File: src/rtl/modctr_pkg.sv
package modctr_pkg;

    localparam int CNT_W = 4;

    typedef logic [CNT_W-1:0] cnt_t;

    typedef enum logic [1:0] {
        SEQ_DEC  = 2'd0,
        SEQ_SEV  = 2'd1,
        SEQ_OFS  = 2'd2,
        SEQ_ALT  = 2'd3
    } seq_t;

    typedef struct packed {
        logic load;
        cnt_t data;
        logic term;
    } wrap_ctl_t;

    localparam cnt_t DEC_FIRST = 4'd0;
    localparam cnt_t DEC_LAST  = 4'd9;
    localparam cnt_t SEV_FIRST = 4'd0;
    localparam cnt_t SEV_LAST  = 4'd6;
    localparam cnt_t OFS_FIRST = 4'd9;
    localparam cnt_t OFS_LAST  = 4'd14;

    function automatic cnt_t seq_first(input seq_t s);
        case (s)
            SEQ_SEV: return SEV_FIRST;
            SEQ_OFS: return OFS_FIRST;
            default: return DEC_FIRST;
        endcase
    endfunction

    function automatic cnt_t seq_last(input seq_t s);
        case (s)
            SEQ_SEV: return SEV_LAST;
            SEQ_OFS: return OFS_LAST;
            default: return DEC_LAST;
        endcase
    endfunction

    // Two-bit end-of-sequence decode; unreachable codes are don't-cares.
    function automatic logic seq_end(input seq_t s, input cnt_t q);
        case (s)
            SEQ_SEV: return q[2] & q[1];
            SEQ_OFS: return q[2] & q[1];
            default: return q[3] & q[0];
        endcase
    endfunction

endpackage

File: src/rtl/modctr_core.sv
module modctr_core #(
    parameter int W = 4
) (
    input  logic         clk,
    input  logic         load,
    input  logic         cnt_en,
    input  logic [W-1:0] ld_data,
    output logic [W-1:0] q,
    output logic         carry
);
    logic [W-1:0] tog;

    // Serial gating chain: bit i flips when enable and all lower bits are 1.
    genvar i;
    generate
        for (i = 0; i < W; i++) begin : g_tog
            if (i == 0) begin : g_lsb
                assign tog[i] = cnt_en;
            end else begin : g_up
                assign tog[i] = tog[i-1] & q[i-1];
            end
        end
    endgenerate

    assign carry = tog[W-1] & q[W-1];

    always_ff @(posedge clk) begin
        if (load) begin
            q <= ld_data;
        end else begin
            q <= q ^ tog;
        end
    end
endmodule

File: src/rtl/modctr_wrap_ctl.sv
module modctr_wrap_ctl
    import modctr_pkg::*;
(
    input  logic      rst,
    input  logic      cnt_en,
    input  seq_t      seq,
    input  cnt_t      q,
    output wrap_ctl_t ctl
);
    logic at_end;

    always_comb begin
        at_end   = seq_end(seq, q);
        ctl.term = at_end & cnt_en;
        ctl.load = rst | ctl.term;
        ctl.data = seq_first(seq);
    end
endmodule

File: src/rtl/modctr_set.sv
module modctr_set
    import modctr_pkg::*;
(
    input  logic             clk,
    input  logic             rst,
    input  logic             cnt_en,
    input  logic [1:0]       mode,
    output logic [CNT_W-1:0] count,
    output logic             term_cnt,
    output logic             carry_out
);
    seq_t      seq;
    wrap_ctl_t ctl;
    cnt_t      q;
    logic      carry;

    assign seq = seq_t'(mode);

    modctr_wrap_ctl u_ctl (
        .rst    (rst),
        .cnt_en (cnt_en),
        .seq    (seq),
        .q      (q),
        .ctl    (ctl)
    );

    modctr_core #(.W(CNT_W)) u_core (
        .clk     (clk),
        .load    (ctl.load),
        .cnt_en  (cnt_en),
        .ld_data (ctl.data),
        .q       (q),
        .carry   (carry)
    );

    assign count     = q;
    assign term_cnt  = ctl.term;
    assign carry_out = carry;
endmodule

File: config.mk
export PLATFORM = sky130hd
export DESIGN_NAME = modctr_set
export DESIGN_NICKNAME = d
export VERILOG_FILES = /design/src/rtl/modctr_pkg.sv /design/src/rtl/modctr_core.sv /design/src/rtl/modctr_wrap_ctl.sv /design/src/rtl/modctr_set.sv
export SDC_FILE = /design/constraint.sdc
export NUM_CORES = 1
export LEC_CHECK = 0
export BUFFER_PORTS_ARGS = -buffer_cell sky130_fd_sc_hd__buf_4
export CORE_AREA = 2 2 39 41
export CTS_BUF_LIST = sky130_fd_sc_hd__clkbuf_8
export DETAILED_ROUTE_END_ITERATION = 7
export DIE_AREA = 0 0 41 43
export HOLD_SLACK_MARGIN = 0.12
export PLACE_DENSITY_LB_ADDON = 0.08
export SLEW_MARGIN = 40
export SYNTH_ARGS = -nofsm -noshare
export SYNTH_HDL_FRONTEND = slang
export SYNTH_SLANG_ARGS = --single-unit
File: constraint.sdc
create_clock -name clk -period 1.7 [get_ports clk]
set_input_delay 0.17 -clock clk [delete_from_list [all_inputs] [get_ports clk]]
set_output_delay 0.17 -clock clk [all_outputs]
set_load 0.01 [all_outputs]
After elaboration in Yosys (flattened, before gate mapping):

Index checks and enable logic that the tools add are counted.

* memory bits (writable): 0
* bits in read-only memories: 0
* logic and storage cells: 16
* register bits: 4
* output and inout port bits: 6
* input bits: 5
* latch bits: 0
* memories: 0

* eq/ne operators: 2
* multiplexer cells: 3
* bitwise logic cells: 9
* shifts and indexed selects: 0
* div/mod/pow operators: 0
* order comparisons: 0
* $mul: 0
* reduce and logical (&&, ||, !) cells: 1
* add/subtract/negate cells: 0

Operator list (count)
* $mux 4: 2
* $and 1x1->1: 7
* $xor 4x4->4: 1
* $eq 2x1->1 const B: 1
* $eq 2x2->1 const B: 1
* $reduce_or 2->1: 1
* $mux 1: 1
* $or 1x1->1: 1

Logic depth before layout (Yosys ltp):

Gate-level depths: netlist (run 1).

* depth after elaboration: 6
* gate-level depth with buffers: 5
* depth with buffers taken out: 5

Modules after synthesis:

Synthesis (run 1) repeated with hierarchy kept, for this count alone.

* cell total of the unflattened synthesis: 22
* area, all modules: 244.0 um^2

Modules (own cells, without submodules)
* modctr_core: instances 1, cells each 12, area an instance 175.2 um^2
* modctr_wrap_ctl: instances 1, cells each 10, area an instance 68.8 um^2

Worst setup path before layout (run 1):

Ideal clock, no wire load.

* path kind: flip-flop to flip-flop
* from: reg u_core.q[0]
* to: reg u_core.q[3]
* path slack: 221 ps
* library setup time: 121 ps
* path buffers: 0
* cell stages (with the launch flop): 6
* data arrival time: 1357 ps
* period minus slack after synthesis: 1479 ps
* cell sequence: dfxtp_1 -> ha_1 -> ha_1 -> ha_1 -> ha_1 -> mux2_4

* cells in the longest elaborated chain, start to end: 5
* elaborated cells between the ends (all ways): 9
* those cells by class: mux: 2; bitwise: 7

Ends and longest elaborated chain
* start: declaration: RTL line modctr_core.sv:8 `output logic [W-1:0] q,`
* start signal: assignment: RTL line modctr_core.sv:29 `q <= ld_data;`
* start signal: assignment: RTL line modctr_core.sv:31 `q <= q ^ tog;`
* $and 1x1->1 (on tied branches): RTL line modctr_core.sv:20, modctr_pkg.sv:48
* $and 1x1->1 or $mux 1 (tied branches)
* $and 1x1->1 (on tied branches): RTL line modctr_core.sv:20, modctr_wrap_ctl.sv:14
* $xor 4x4->4 or $or 1x1->1 (tied branches): RTL line modctr_core.sv:31, modctr_wrap_ctl.sv:15
* $mux 4 *: RTL line modctr_core.sv:28 `if (load) begin`

Mark *: on every way between the ends. The rest lies on a longest branch, timed or not.

Worst setup path in the final report (run 1):

* from: reg u_core.q[0]
* to: out carry_out

* cells in the longest elaborated chain, start to end: 4

Ends and longest elaborated chain
* $and 1x1->1 (3 in series): RTL line modctr_core.sv:20 `assign tog[i] = tog[i-1] & q[i-1];`
* $and 1x1->1: RTL line modctr_core.sv:25 `assign carry = tog[W-1] & q[W-1];`
* end: declaration: RTL line modctr_set.sv:10 `output logic carry_out`

Every way passes these cells.

==> impl_metrics.tcl, run 1 <==
set metrics [dict create \
    clock.fmax_mhz 638.8 \
    die-area_sq_um 1763 \
    rsz0062_at_grt "no" \
    die_h_um 43 \
    tritoncts "yes" \
    cp_common_cell "ha_1" \
    drt-pass1-iter-count 2 \
    io_buffers 10 \
    finalSetupTns_ns 0 \
    r2r_cells 5 \
    detail-route-antenna-nets 0 \
    crit_required_ns 1.53 \
    finalHoldViolCount 0 \
    outcome "complete, no violations" \
    setup_viol 0 \
    pre_cts_slack_ns 0.1988 \
    post_cts_buffers 0 \
    rrSetupSlack_ns 0.20 \
    antenna_found_initial 0 \
    largest_reg_flops 4 \
    drive_gt1_share_pct 58.06 \
    cts_sinks 4 \
    route.detailed.drc 0 \
    syn_area_sq_um 222.7 \
    tightest_slew_ns 0.1165 \
    cp-end-kind "primary output" \
    fp-row-count 14 \
    skew_ns 0.002064 \
    grt_first_pass_wirelength_um 759 \
    diodes 0 \
    ys_types 9 \
    fin_crit_sh_pct 92.09 \
    clk_pin_slew_worst_paths_ns 0.03 \
    htreeDepth 1 \
    top_register "u_core.q" \
    viasPerCell 3.894 \
    yosysTopAreaCell "dfxtp_1" \
    maxCapViolCount 0 \
    r2r-start "u_core.q[0]" \
    synth_area_leaders "dfxtp_1, ha_1, mux2_4" \
    ir_drop_mv 0.3032 \
    insertion_delay_ns 0.21 \
    top_regs "u_core.q: 4 flops" \
    root_buffer "clkbuf_8" \
    holdCritStartpoint "cnt_en" \
    overflow 0 \
    cts_resized 0 \
    critPathLaunch "u_core.q[0]" \
    crit_chain "ha_1 -> ha_1 -> ha_1 -> ha_1 -> buf_4" \
    ctsHoldBuffers 0 \
    grt_pass1_vias 209 \
    ys_ff_latch 4 \
    clockBufferDepth 2 \
    start_util_pct 16.09 \
    synth_cells 18 \
    cts_buffers 3 \
    synth-seq-area-share_pct 35.96 \
    min_period_ns 1.565 \
    wl_per_cell_um 9.872 \
    syn_area_per_cell_sq_um 12.37 \
    grtUsageTotal_pct 6.820 \
    gp_congestion 0.6157 \
    min_delay_path_depth 3 \
    maxSlewHeadroom_pct 92.22 \
    coreArea_sq_um 1384 \
    cp_data_arrival_time_ns 1.40 \
    p_leak_nw 0.1955 \
    final_nets 43 \
    io_pins 11 \
    yosysWarnings 0 \
    synth_top_area_share_pct 35.96 \
    die_x_um 41 \
    crit_path_start_kind "register" \
    syn_to_final_growth_pct 61.24 \
    vias 183 \
    slew_viol_final 0 \
    drt-initial-drc-count 3 \
    hpwlAfterDp_um 394.2 \
    r2r-end "u_core.q[3]" \
    routed_wl_um 464 \
    synth_nets 28 \
    stdcell_count 47 \
    min_to "u_core.q[0]" \
    p_per_area_nw_per_um2 1032 \
    grt_max_degree 5 \
    crit_path_max_incr_delay_ns 0.32 \
    cp_max_fo 3 \
    setup_slack_ns 0.1345 \
    hold_path.class "input pin to register" \
    critical_path_class "register to primary output" \
    dp_cells 44 \
    crit_slowest_cell "dfxtp_1" \
]
metrics by stage:
stage                     total power [mW]  cell area [sq um]  util (%)  hold slack (ns)
final                               0.3705              359.1     25.95           0.3332
after global routing                0.3909              359.1     25.95           0.3542
after CTS                           0.3814              359.1     25.95           0.3306
after detailed placement            0.1776              317.8     22.97           0.5477
after global placement              0.1776              317.8     22.97           0.5451
after floorplan                     0.1466              222.7         -           0.4269
worst max-delay path by stage:
stage	slack [ns]	end
after floorplan	0.22	u_core.q[3]
after global placement	0.21	u_core.q[3]
after detailed placement	0.20	u_core.q[3]
after CTS	0.12	carry_out
after global routing	0.07	carry_out
final	0.13	carry_out
layout by cell type (no fill, tap or decap):
| master | n |
|---|---|
| inv_1 | 1 |
| mux2_4 | 2 |
| and2_2 | 2 |
| ha_1 | 5 |
| clkbuf_8 | 3 |
| nand4_1 | 1 |
| nand2_1 | 1 |
| buf_4 | 10 |
| dfxtp_1 | 4 |
| and3b_4 | 1 |
| nand4b_1 | 1 |
kinds of logic after synthesis:
logic type,Yosys count,share of synthesized area (%)
adder cells (fa/ha/maj),5,28.09
buffers and inverters,1,1.684
flip-flops,4,35.96
multiplexers,2,13.48
AND/OR/NAND/NOR,6,20.78
power breakdown:
group / switching (mW) / total (mW) / internal (mW)
logic: 0.0221 / 0.0614 / 0.0393
registers: 0.00887 / 0.114 / 0.105
clock network: 0.0443 / 0.195 / 0.151
total: 0.0753 / 0.371 / 0.295
worst max-delay path, delay by kind of cell, from the launching register on:
| family | cells | cell delay, ns |
|---|---|---|
| fa+ha+maj | 4 | 0.73 |
| buf+inv | 1 | 0.14 |
| flops | 1 | 0.32 |
cell usage after synthesis:
cell,count
ha_1,5
nand4_1,1
inv_1,1
dfxtp_1,4
and3b_4,1
nand2_1,1
nand4b_1,1
and2_2,2
mux2_4,2
per-layer routing:
metal	wire, um	GRT usage, %	part of all wire [%]
met1	195	7.692	42
met2	211	8.750	45
met3	57	3.665	12
met4	0	6.000	0
met5	0	0	0
layout make-up:
class	count	area, sq um
Clock buffer	3	41.29
Fill cell	154	1025
Inverter	1	3.754
Multi-Input combinational cell	13	138.9
Sequential cell	4	80.08
Tap cell	16	20.02
Timing Repair Buffer	10	75.07
(Power assumes the default switching activity.)
==> run 2, diff against run 1 <==
--- a/config.mk
+++ b/config.mk
@@ -5,11 +5,11 @@
 export SDC_FILE = /design/constraint.sdc
 export NUM_CORES = 1
 export LEC_CHECK = 0
-export BUFFER_PORTS_ARGS = -buffer_cell sky130_fd_sc_hd__buf_4
 export CORE_AREA = 2 2 39 41
 export CTS_BUF_LIST = sky130_fd_sc_hd__clkbuf_8
 export DETAILED_ROUTE_END_ITERATION = 7
 export DIE_AREA = 0 0 41 43
+export DONT_BUFFER_PORTS = 1
 export HOLD_SLACK_MARGIN = 0.12
 export PLACE_DENSITY_LB_ADDON = 0.08
 export SLEW_MARGIN = 40
==> impl_metrics.tcl, run 2 (same netlist as run 1, synthesis figures left out) <==
set metrics [dict create \
    die_h_um 43 \
    maxCapViolCount 0 \
    gp_congestion 0.5660 \
    viasPerCell 3.892 \
    critPathLaunch "u_core.q[0]" \
    slew_viol_final 0 \
    grtUsageMet2_pct 8.125 \
    drt-initial-drc-count 0 \
    worst_hold_slack_ns 0.2176 \
    cts_buffers 3 \
    min_to "u_core.q[0]" \
    cp-end-kind "register" \
    use_met1_pct 5.732 \
    r2r-end "u_core.q[3]" \
    htreeDepth 1 \
    finalHoldViolCount 0 \
    min_period_ns 1.549 \
    cp_max_fo 3 \
    drt-pass1-iter-count 1 \
    root_buffer "clkbuf_8" \
    antenna_found_initial 0 \
    cts_resized 0 \
    die-area_sq_um 1763 \
    diodes 0 \
    cp_common_cell "ha_1" \
    cp_top_family "adder cells" \
    grt_pass1_vias 168 \
    grtUsageTotal_pct 6.807 \
    rsz0062_at_grt "no" \
    clock.fmax_mhz 645.6 \
    path_buf_inv 0 \
    top_regs "u_core.q: 4 flops" \
    post_cts_buffers 0 \
    outcome "complete, no violations" \
    tritoncts "yes" \
    p_per_area_nw_per_um2 1242 \
    final_common_cell "ha_1" \
    setup_viol 0 \
    critical_path_class "register to register" \
    largest_reg_flops 4 \
    vias 144 \
    routed_wl_um 439 \
    fp-row-count 14 \
    crit_required_ns 1.80 \
    p_leak_nw 0.1445 \
    tightest_slew_ns 0.1977 \
    skew_ns 0.003359 \
    ctsHoldBuffers 0 \
    die_x_um 41 \
    rrSetupSlack_ns 0.15 \
    r2r_cells 5 \
    min_delay_path_depth 2 \
    cts_sinks 4 \
    overflow 0 \
    crit_path_start_kind "register" \
    ir_drop_mv 0.2875 \
    insertion_delay_ns 0.22 \
    grt_use_met3_pct 6.283 \
    detail-route-antenna-nets 0 \
    grt_first_pass_wirelength_um 676 \
    io_buffers 0 \
    maxSlewHeadroom_pct 86.80 \
    holdCritStartpoint "cnt_en" \
    coreArea_sq_um 1384 \
    drive_gt1_share_pct 38.10 \
    final_cell_mix "ha_1, dfxtp_1, clkbuf_8, mux2_4, and2_2" \
    wl_per_cell_um 11.86 \
    finalSetupTns_ns 0 \
    start_util_pct 16.09 \
    top_register "u_core.q" \
    clk_pin_slew_worst_paths_ns 0.03 \
    top_usage_layer "met2" \
    final_nets 33 \
    crit_chain "ha_1 -> ha_1 -> ha_1 -> ha_1 -> mux2_4" \
    syn_to_final_growth_pct 27.53 \
    grt_max_degree 5 \
    crit_path_max_incr_delay_ns 0.35 \
    crit_slowest_cell "dfxtp_1" \
    cp_data_arrival_time_ns 1.65 \
    hold_path.class "input pin to register" \
    route.detailed.drc 0 \
    nFillCells 144 \
    r2r-start "u_core.q[0]" \
    io_pins 11 \
    clockBufferDepth 2 \
    fin_crit_sh_pct 91.11 \
]
[run 2: cell types whose count changed in the layout (fill, tap and decap cells not counted)]
cell	before	now
buf_4	10	0
[run 2: per-layer routing]
metal  vias up  part of all wire, %
li1         72                    -
met4         0                  5.7
met3         3                   17
met2        10                   39
met1        59                   38
met5         -                    0
[run 2: worst max path at each step]
stage,end,slack (ns),cells past startpoint
2_1_floorplan,u_core.q[3],0.22,5
3_3_place_gp,u_core.q[3],0.15,5
3_5_place_dp,u_core.q[3],0.15,5
4_1_cts,u_core.q[3],0.15,5
5_1_grt,u_core.q[3],0.11,5
6_report,u_core.q[3],0.15,5
[run 2: cell type report]
| cell class | count | area [sq um] | area share, % |
|---|---|---|---|
| multi-input combinational | 13 | 138.9 | 48.90 |
| inverter | 1 | 3.754 | 1.322 |
| sequential | 4 | 80.08 | 28.19 |
| clock buffer | 3 | 41.29 | 14.54 |
| tap | 16 | 20.02 | 7.048 |
[run 2: where the power goes]
part | switching, mW | internal (mW)
Clock | 0.0486 | 0.151
Sequential | 0.0155 | 0.105
Combinational | 0.0114 | 0.0211
[run 2: stage by stage]
stage                     instances  setup slack [ns]  util (%)  cell area (sq um)  power [mW]
after floorplan                  18            0.2214         -              222.7      0.1466
after global placement           34            0.1537     17.54              242.7      0.1552
after detailed placement         34            0.1475     17.54              242.7      0.1560
after CTS                        37            0.1452     20.52              284.0      0.3569
after global routing             37            0.1148     20.52              284.0      0.3724
final                            37            0.1512     20.52              284.0      0.3527
